**config.mk**
```make
export PLATFORM = sky130hd
export DESIGN_NAME = vco_postdiv
export DESIGN_NICKNAME = d
export VERILOG_FILES = /design/src/rtl/vod_pkg.sv /design/src/rtl/vod_div_core.sv /design/src/rtl/vod_en_sync.sv /design/src/rtl/vod_out_drive.sv /design/src/rtl/vco_postdiv.sv
export SDC_FILE = /design/constraint.sdc
export NUM_CORES = 1
export LEC_CHECK = 0
export ABC_AREA = 1
export BUFFER_PORTS_ARGS = -buffer_cell sky130_fd_sc_hd__buf_2
export CAP_MARGIN = 10
export CORE_UTILIZATION = 30
export CTS_BUF_LIST = sky130_fd_sc_hd__clkbuf_8
export CTS_CLUSTER_DIAMETER = 30
export DETAILED_ROUTE_END_ITERATION = 16
export GPL_TIMING_DRIVEN = 0
export MAX_ROUTING_LAYER = met4
export PLACE_DENSITY = 0.5
export SYNTH_ARGS = -nofsm -noshare
export SYNTH_HDL_FRONTEND = slang
export SYNTH_SLANG_ARGS = --single-unit
```
**constraint.sdc**
```tcl
create_clock -name clk_vco -period 3.6 [get_ports clk_vco]
set_input_delay 0.36 -clock clk_vco [delete_from_list [all_inputs] [get_ports clk_vco]]
set_output_delay 0.36 -clock clk_vco [all_outputs]
set_load 0.01 [all_outputs]
```
**src/rtl/vod_pkg.sv**
```systemverilog
package vod_pkg;

    localparam int unsigned LOG_MAX = 4;
    localparam int unsigned CNT_W   = LOG_MAX;
    localparam int unsigned K_W     = $clog2(LOG_MAX + 1);

    typedef logic [CNT_W-1:0] cnt_t;
    typedef logic [K_W-1:0]   log_t;

    typedef struct packed {
        cnt_t cnt;
        log_t k;
        logic dq;
    } div_state_t;

    typedef enum logic {
        SRC_DIVIDED = 1'b0,
        SRC_DIRECT  = 1'b1
    } src_sel_e;

    function automatic log_t code_to_log(input logic [7:0] code);
        if (code > 8'(LOG_MAX))
            return log_t'(LOG_MAX);
        return code[K_W-1:0];
    endfunction

    function automatic cnt_t last_count(input log_t k);
        return cnt_t'((32'd1 << k) - 32'd1);
    endfunction

    function automatic cnt_t half_count(input log_t k);
        if (k == '0)
            return '0;
        return cnt_t'(32'd1 << (k - log_t'(1)));
    endfunction

    function automatic logic phase_bit(input cnt_t c, input log_t k);
        if (k == '0)
            return 1'b1;
        return ~c[k - log_t'(1)];
    endfunction

endpackage

```
**src/rtl/vod_div_core.sv**
```systemverilog
module vod_div_core
    import vod_pkg::*;
#(
    parameter int unsigned CODE_W = 3
) (
    input  logic              clk,
    input  logic              rst,
    input  logic [CODE_W-1:0] code,
    output logic              div_q,
    output src_sel_e          src
);

    div_state_t state_q;
    div_state_t state_d;
    logic       wrap;

    always_comb begin
        wrap          = (state_q.cnt == last_count(state_q.k));
        state_d.k     = wrap ? code_to_log(8'(code)) : state_q.k;
        state_d.cnt   = wrap ? '0 : state_q.cnt + cnt_t'(1);
        state_d.dq    = phase_bit(state_d.cnt, state_d.k);
    end

    always_ff @(posedge clk) begin
        if (rst) begin
            state_q.cnt <= '0;
            state_q.k   <= log_t'(1);
            state_q.dq  <= 1'b0;
        end else begin
            state_q <= state_d;
        end
    end

    assign div_q = state_q.dq;
    assign src   = (state_q.k == '0) ? SRC_DIRECT : SRC_DIVIDED;

    // phase counter never leaves the active period
    assert_cnt_in_period_R2: assert property (@(posedge clk) disable iff (rst)
        state_q.cnt <= last_count(state_q.k));

    // ratio only moves at a period boundary
    assert_ratio_at_wrap_R7: assert property (@(posedge clk) disable iff (rst)
        !wrap |=> $stable(state_q.k));

    // output edges only at period start or half point
    assert_edge_points_R2: assert property (@(posedge clk) disable iff (rst)
        (state_q.dq != $past(state_q.dq)) |->
            (state_q.cnt == '0 || state_q.cnt == half_count(state_q.k)));

endmodule

```
**src/rtl/vod_en_sync.sv**
```systemverilog
module vod_en_sync
    import vod_pkg::*;
(
    input  logic     clk,
    input  logic     rst,
    input  logic     en_in,
    input  src_sel_e src,
    input  logic     div_q,
    output logic     gate
);

    logic en_r;
    logic may_move;

    always_ff @(posedge clk) begin
        if (rst)
            en_r <= 1'b0;
        else
            en_r <= en_in;
    end

    assign may_move = (src == SRC_DIRECT) || !div_q;

    always_ff @(negedge clk) begin
        if (rst)
            gate <= 1'b0;
        else if (may_move)
            gate <= en_r;
    end

    // gate only ever moves toward the enable captured on the rising edge
    assert_gate_follows_R6: assert property (@(posedge clk) disable iff (rst)
        (gate != $past(gate)) |-> (gate == en_r));

    // gate frozen while a divided output is high
    assert_gate_hold_high_R5: assert property (@(negedge clk) disable iff (rst)
        (src == SRC_DIVIDED && div_q) |=> $stable(gate));

endmodule

```
**src/rtl/vod_out_drive.sv**
```systemverilog
module vod_out_drive
    import vod_pkg::*;
#(
    parameter int unsigned NUM_OUT = 6
) (
    input  logic               clk,
    input  logic               rst,
    input  src_sel_e           src,
    input  logic               div_q,
    input  logic               gate,
    output logic [NUM_OUT-1:0] out_p,
    output logic [NUM_OUT-1:0] out_n
);

    logic raw;

    assign raw = (src == SRC_DIRECT) ? clk : div_q;

    for (genvar i = 0; i < NUM_OUT; i++) begin : g_pair
        logic on;
        assign on       = raw & gate & ~rst;
        assign out_p[i] = on;
        assign out_n[i] = ~on;
    end

endmodule

```
**src/rtl/vco_postdiv.sv**
```systemverilog
module vco_postdiv
    import vod_pkg::*;
#(
    parameter int unsigned NUM_OUT = 6,
    parameter int unsigned CODE_W  = 3
) (
    input  logic               clk_vco,
    input  logic               mreset,
    input  logic [CODE_W-1:0]  div_code,
    input  logic               out_en,
    output logic [NUM_OUT-1:0] clk_out_p,
    output logic [NUM_OUT-1:0] clk_out_n
);

    logic     div_q;
    src_sel_e src;
    logic     gate;

    vod_div_core #(.CODE_W(CODE_W)) u_core (
        .clk   (clk_vco),
        .rst   (mreset),
        .code  (div_code),
        .div_q (div_q),
        .src   (src)
    );

    vod_en_sync u_sync (
        .clk   (clk_vco),
        .rst   (mreset),
        .en_in (out_en),
        .src   (src),
        .div_q (div_q),
        .gate  (gate)
    );

    vod_out_drive #(.NUM_OUT(NUM_OUT)) u_drive (
        .clk   (clk_vco),
        .rst   (mreset),
        .src   (src),
        .div_q (div_q),
        .gate  (gate),
        .out_p (clk_out_p),
        .out_n (clk_out_n)
    );

    // reset sampled high leaves every pair at true-low
    assert_reset_quiet_R1: assert property (@(posedge clk_vco)
        $past(mreset) && mreset |-> (clk_out_p == '0));

endmodule

```
======== After elaboration in Yosys (flattened, before gate mapping) ========
Index checks and enable logic that the tools add are counted.
cells by class
  order comparisons ....................... 2
  $add $sub $neg .......................... 3
  multipliers ............................. 0
  muxes and demuxes ....................... 12
  shift operators ......................... 1
  eq/ne operators ......................... 1
  reductions and logical operators ........ 4
  div/mod/pow operators ................... 0
  bitwise logic cells ..................... 5
operator list
  kind                                                                count
  3-bit two-way mux                                                   3
  1-bit two-way mux                                                   7
  3-bit logical NOT                                                   2
  4-bit by 1-bit adder with 4-bit output, second input constant       1
  4-bit == test                                                       1
  4-bit two-way mux                                                   1
  1-bit by 3-bit left shift with 4-bit output, first input constant   1
  4-bit by 1-bit subtractor with 4-bit output, second input constant  1
  3-bit > comparator, second input constant                           1
  3-bit < comparator, second input constant                           1
  1-bit inverter                                                      3
  3-bit by 1-bit subtractor with 3-bit output, second input constant  1
  1-bit AND                                                           2
  1-bit binary-select mux with 2-bit select                           1
  1-bit logical NOT                                                   1
  1-bit logical OR                                                    1
storage, ports and cells
  memories kept ........................... 0
  memory bits (writable) .................. 0
  bits in latches ......................... 0
  output and inout port bits .............. 12
  register bits ........................... 10
  bits in read-only memories .............. 0

======== Logic depth before layout (Yosys ltp) ========
  word-level depth ........................ 9
  gate-level depth with buffers ........... 17
  depth with buffers taken out ............ 17

======== Hierarchy ========
From an unflattened synthesis, not the netlist that was laid out.
unflattened totals
  cell total of the unflattened synthesis .. 107
  area, all modules ....................... 738.2 um^2
modules (own cells, without submodules)
  module         sequential area each (um^2)  times used  cells each  area an instance (um^2)
  vod_div_core   160.2                        1           73          513.0
  vod_out_drive  0.0                          1           22          140.1
  vod_en_sync    40.0                         1           12          85.1

==> out/results.ini <==
[placed_design]
dpl.hpwl_um=1182
dp_cells=155
gp_congestion=0.7119
place_ws_ns=0.5601
portBuffers=16
post_dp_cell_area_um2=852.1

[clock_tree]
cts_tree=built
clk_latency_ns=0.30
path_clk_slew_ns=0.05

[final_layout]
stdcell_count=177
design_area_um2=1081
n_antenna_cell=0
area.growth.synth_to_final_pct=46.69
fin_nets=158
layout-drive-gt1-share_pct=36.24

[critical_path]
max_stage_delay_ns=0.32
worstPathCellList=nand3_2, clkbuf_8, clkbuf_8, clkbuf_8, inv_1, buf_4, buf_2
worstSetupStartpointType=flop
worst_path_max_delay_cell=dfxtp_2
crit_required_ns=3.24
path_common_cell=clkbuf_8
endpoint_kind=output pin
arrival_ns=3.19
crit_path_max_fanout=3
crit_type=flop to output pin

[pwr]
vdd_ir_drop_max_uv=459.4
power.density_nw_per_um2=866.2
total_power_mw=0.9364
p_leak_nw=0.6337

[logic_synthesis]
synth_top_area_share_pct=27.16
ys_top_cells_by_area=dfxtp_1, nand2_1, buf_4
synth_cell_types=19
synth_top_area_cell=dfxtp_1
ys.flop_type=dfxtp_1
avgSynthCellArea_um2=6.639
ys_seq_area_share_pct=27.16
ys_ff_latch=10
syn-num-nets=120
yosysWarnings=0
ys_async_sr_fraction_pct=0
synthesis.area_um2=737.0
synth_edf_count=0
yosysMostFrequentCell=nand2_1
synth_cells=111
synth_common_cells=nand2_1, inv_1, nor2_1, buf_4, nand3_1

[drt]
ant_nets=0
viasPerCell=4.356
first_pass_iters=4
wl_per_cell_um=9.588
drt_iter0_markers=13
vias=771
totalWireLength_um=1697
drc_errors=0

[floorplanning]
fp-row-count=17
die_w_um=51.57
die-area_um2=2659
ios=18
core_area_um2=2255
die_h_um=51.57
start_util_pct=32.69

[global_route]
grt-ovfl-total=0
grt_use_total_pct=17.88
grt_max_degree=11
grt_pass1_vias=796
grt_pass1_wl_um=2870
grt_antenna_before_repair=0

[flow_run]
maxCapViolCount=0

[timing]
slew_headroom_pct=71.01
hold_viol=0
finalSetupTns_ns=0
drv_slew=0
setup-violations-final=0
setup_slack_ns=0.05098
fin_skew_ns=0.06347
tightestPinTransition_ns=0.4348

[hold_path]
hp-class=input port to flop

[run_status]
status=complete, no violations

critical path, delay by kind of cell (launching register included):
kind | cells | cell delay, ns
buffers and inverters | 6 | 0.67
flip-flops | 1 | 0.32
AND/OR/NAND/NOR | 1 | 0.09
power breakdown:
part,switching (mW),total (mW),internal (mW)
registers,0.0377,0.182,0.144
logic,0.327,0.523,0.197
clock network,0.0785,0.231,0.153
cells in the final DEF, fill, tap and decap left out:
cell,instances
a21oi_1,4
a22oi_1,1
buf_2,14
buf_4,13
buf_6,2
clkbuf_1,1
clkbuf_8,12
dfxtp_1,9
dfxtp_2,1
ha_1,3
inv_1,24
inv_2,1
nand2_1,23
nand2_2,4
nand2_4,3
nand3_1,10
nand3_2,1
nand4_1,1
nor2_1,13
nor2_4,2
nor3_1,3
o21ai_0,1
or2_2,1
xnor2_1,1
xor2_1,1
repair_timing:
action / CTS / global route
setup buffers: 1 / 1
endpoints found under the setup margin: 7 / 5
gates resized for setup: 2 / 3
hold buffers: 0 / 0
per-stage QoR:
stage	util, %	hold slack, ns
2_1_floorplan	-	0.4612
3_3_place_gp	37.79	0.4777
4_1_cts	47.06	0.3156
6_report	47.95	0.3195
5_1_grt	47.95	0.3248
3_5_place_dp	37.79	0.4831
cell families (layout without fill, tap and decap cells):
family / after synthesis / count (layout) / synth area share (%)
and+or+nand+nor: 61 / 61 / 40.58
buffers and inverters: 29 / 67 / 20.37
DFF: 10 / 10 / 27.16
AOI/OAI and AO/OA: 6 / 6 / 4.414
adders and majority gates: 3 / 3 / 5.094
xor gates and xnor gates: 2 / 2 / 2.377
per-layer routing:
layer | track usage (%) | vias to the layer above | wire, µm
met4 | 25.23 | 0 | 51
met2 | 21.21 | 27 | 823
li1 | - | 408 | -
met1 | 12.46 | 327 | 746
met3 | 17.54 | 9 | 75
met5 | - | - | 0
layout make-up:
cell class                      instances  area [µm²]
Inverter                               15       56.30
Clock inverter                         10       37.54
Fill cell                             243        1174
Sequential cell                        10       201.4
Buffer                                 12       86.33
Multi-Input combinational cell         72       391.6
Tap cell                               28       35.03
Clock buffer                           25       245.2
Timing Repair Buffer                    5       27.53
path summary, 6_finish.rpt:
check,cells past startpoint,slack [ns],end,from
max,7,0.05,clk_out_p[1],u_sync.gate
max reg2reg,5,0.93,u_sync.gate,u_core.state_q[3]
min,3,0.32,u_sync.en_r,out_en
min reg2reg,1,0.52,u_core.state_q[4],u_core.state_q[4]
sequential cells by signal, indices dropped and copies added (netlist names):
signal / count
u_core.state_q: 7
u_sync.gate: 1
u_core.div_q: 1
u_sync.en_r: 1
No activity file was read; power rests on OpenSTA's default activity.
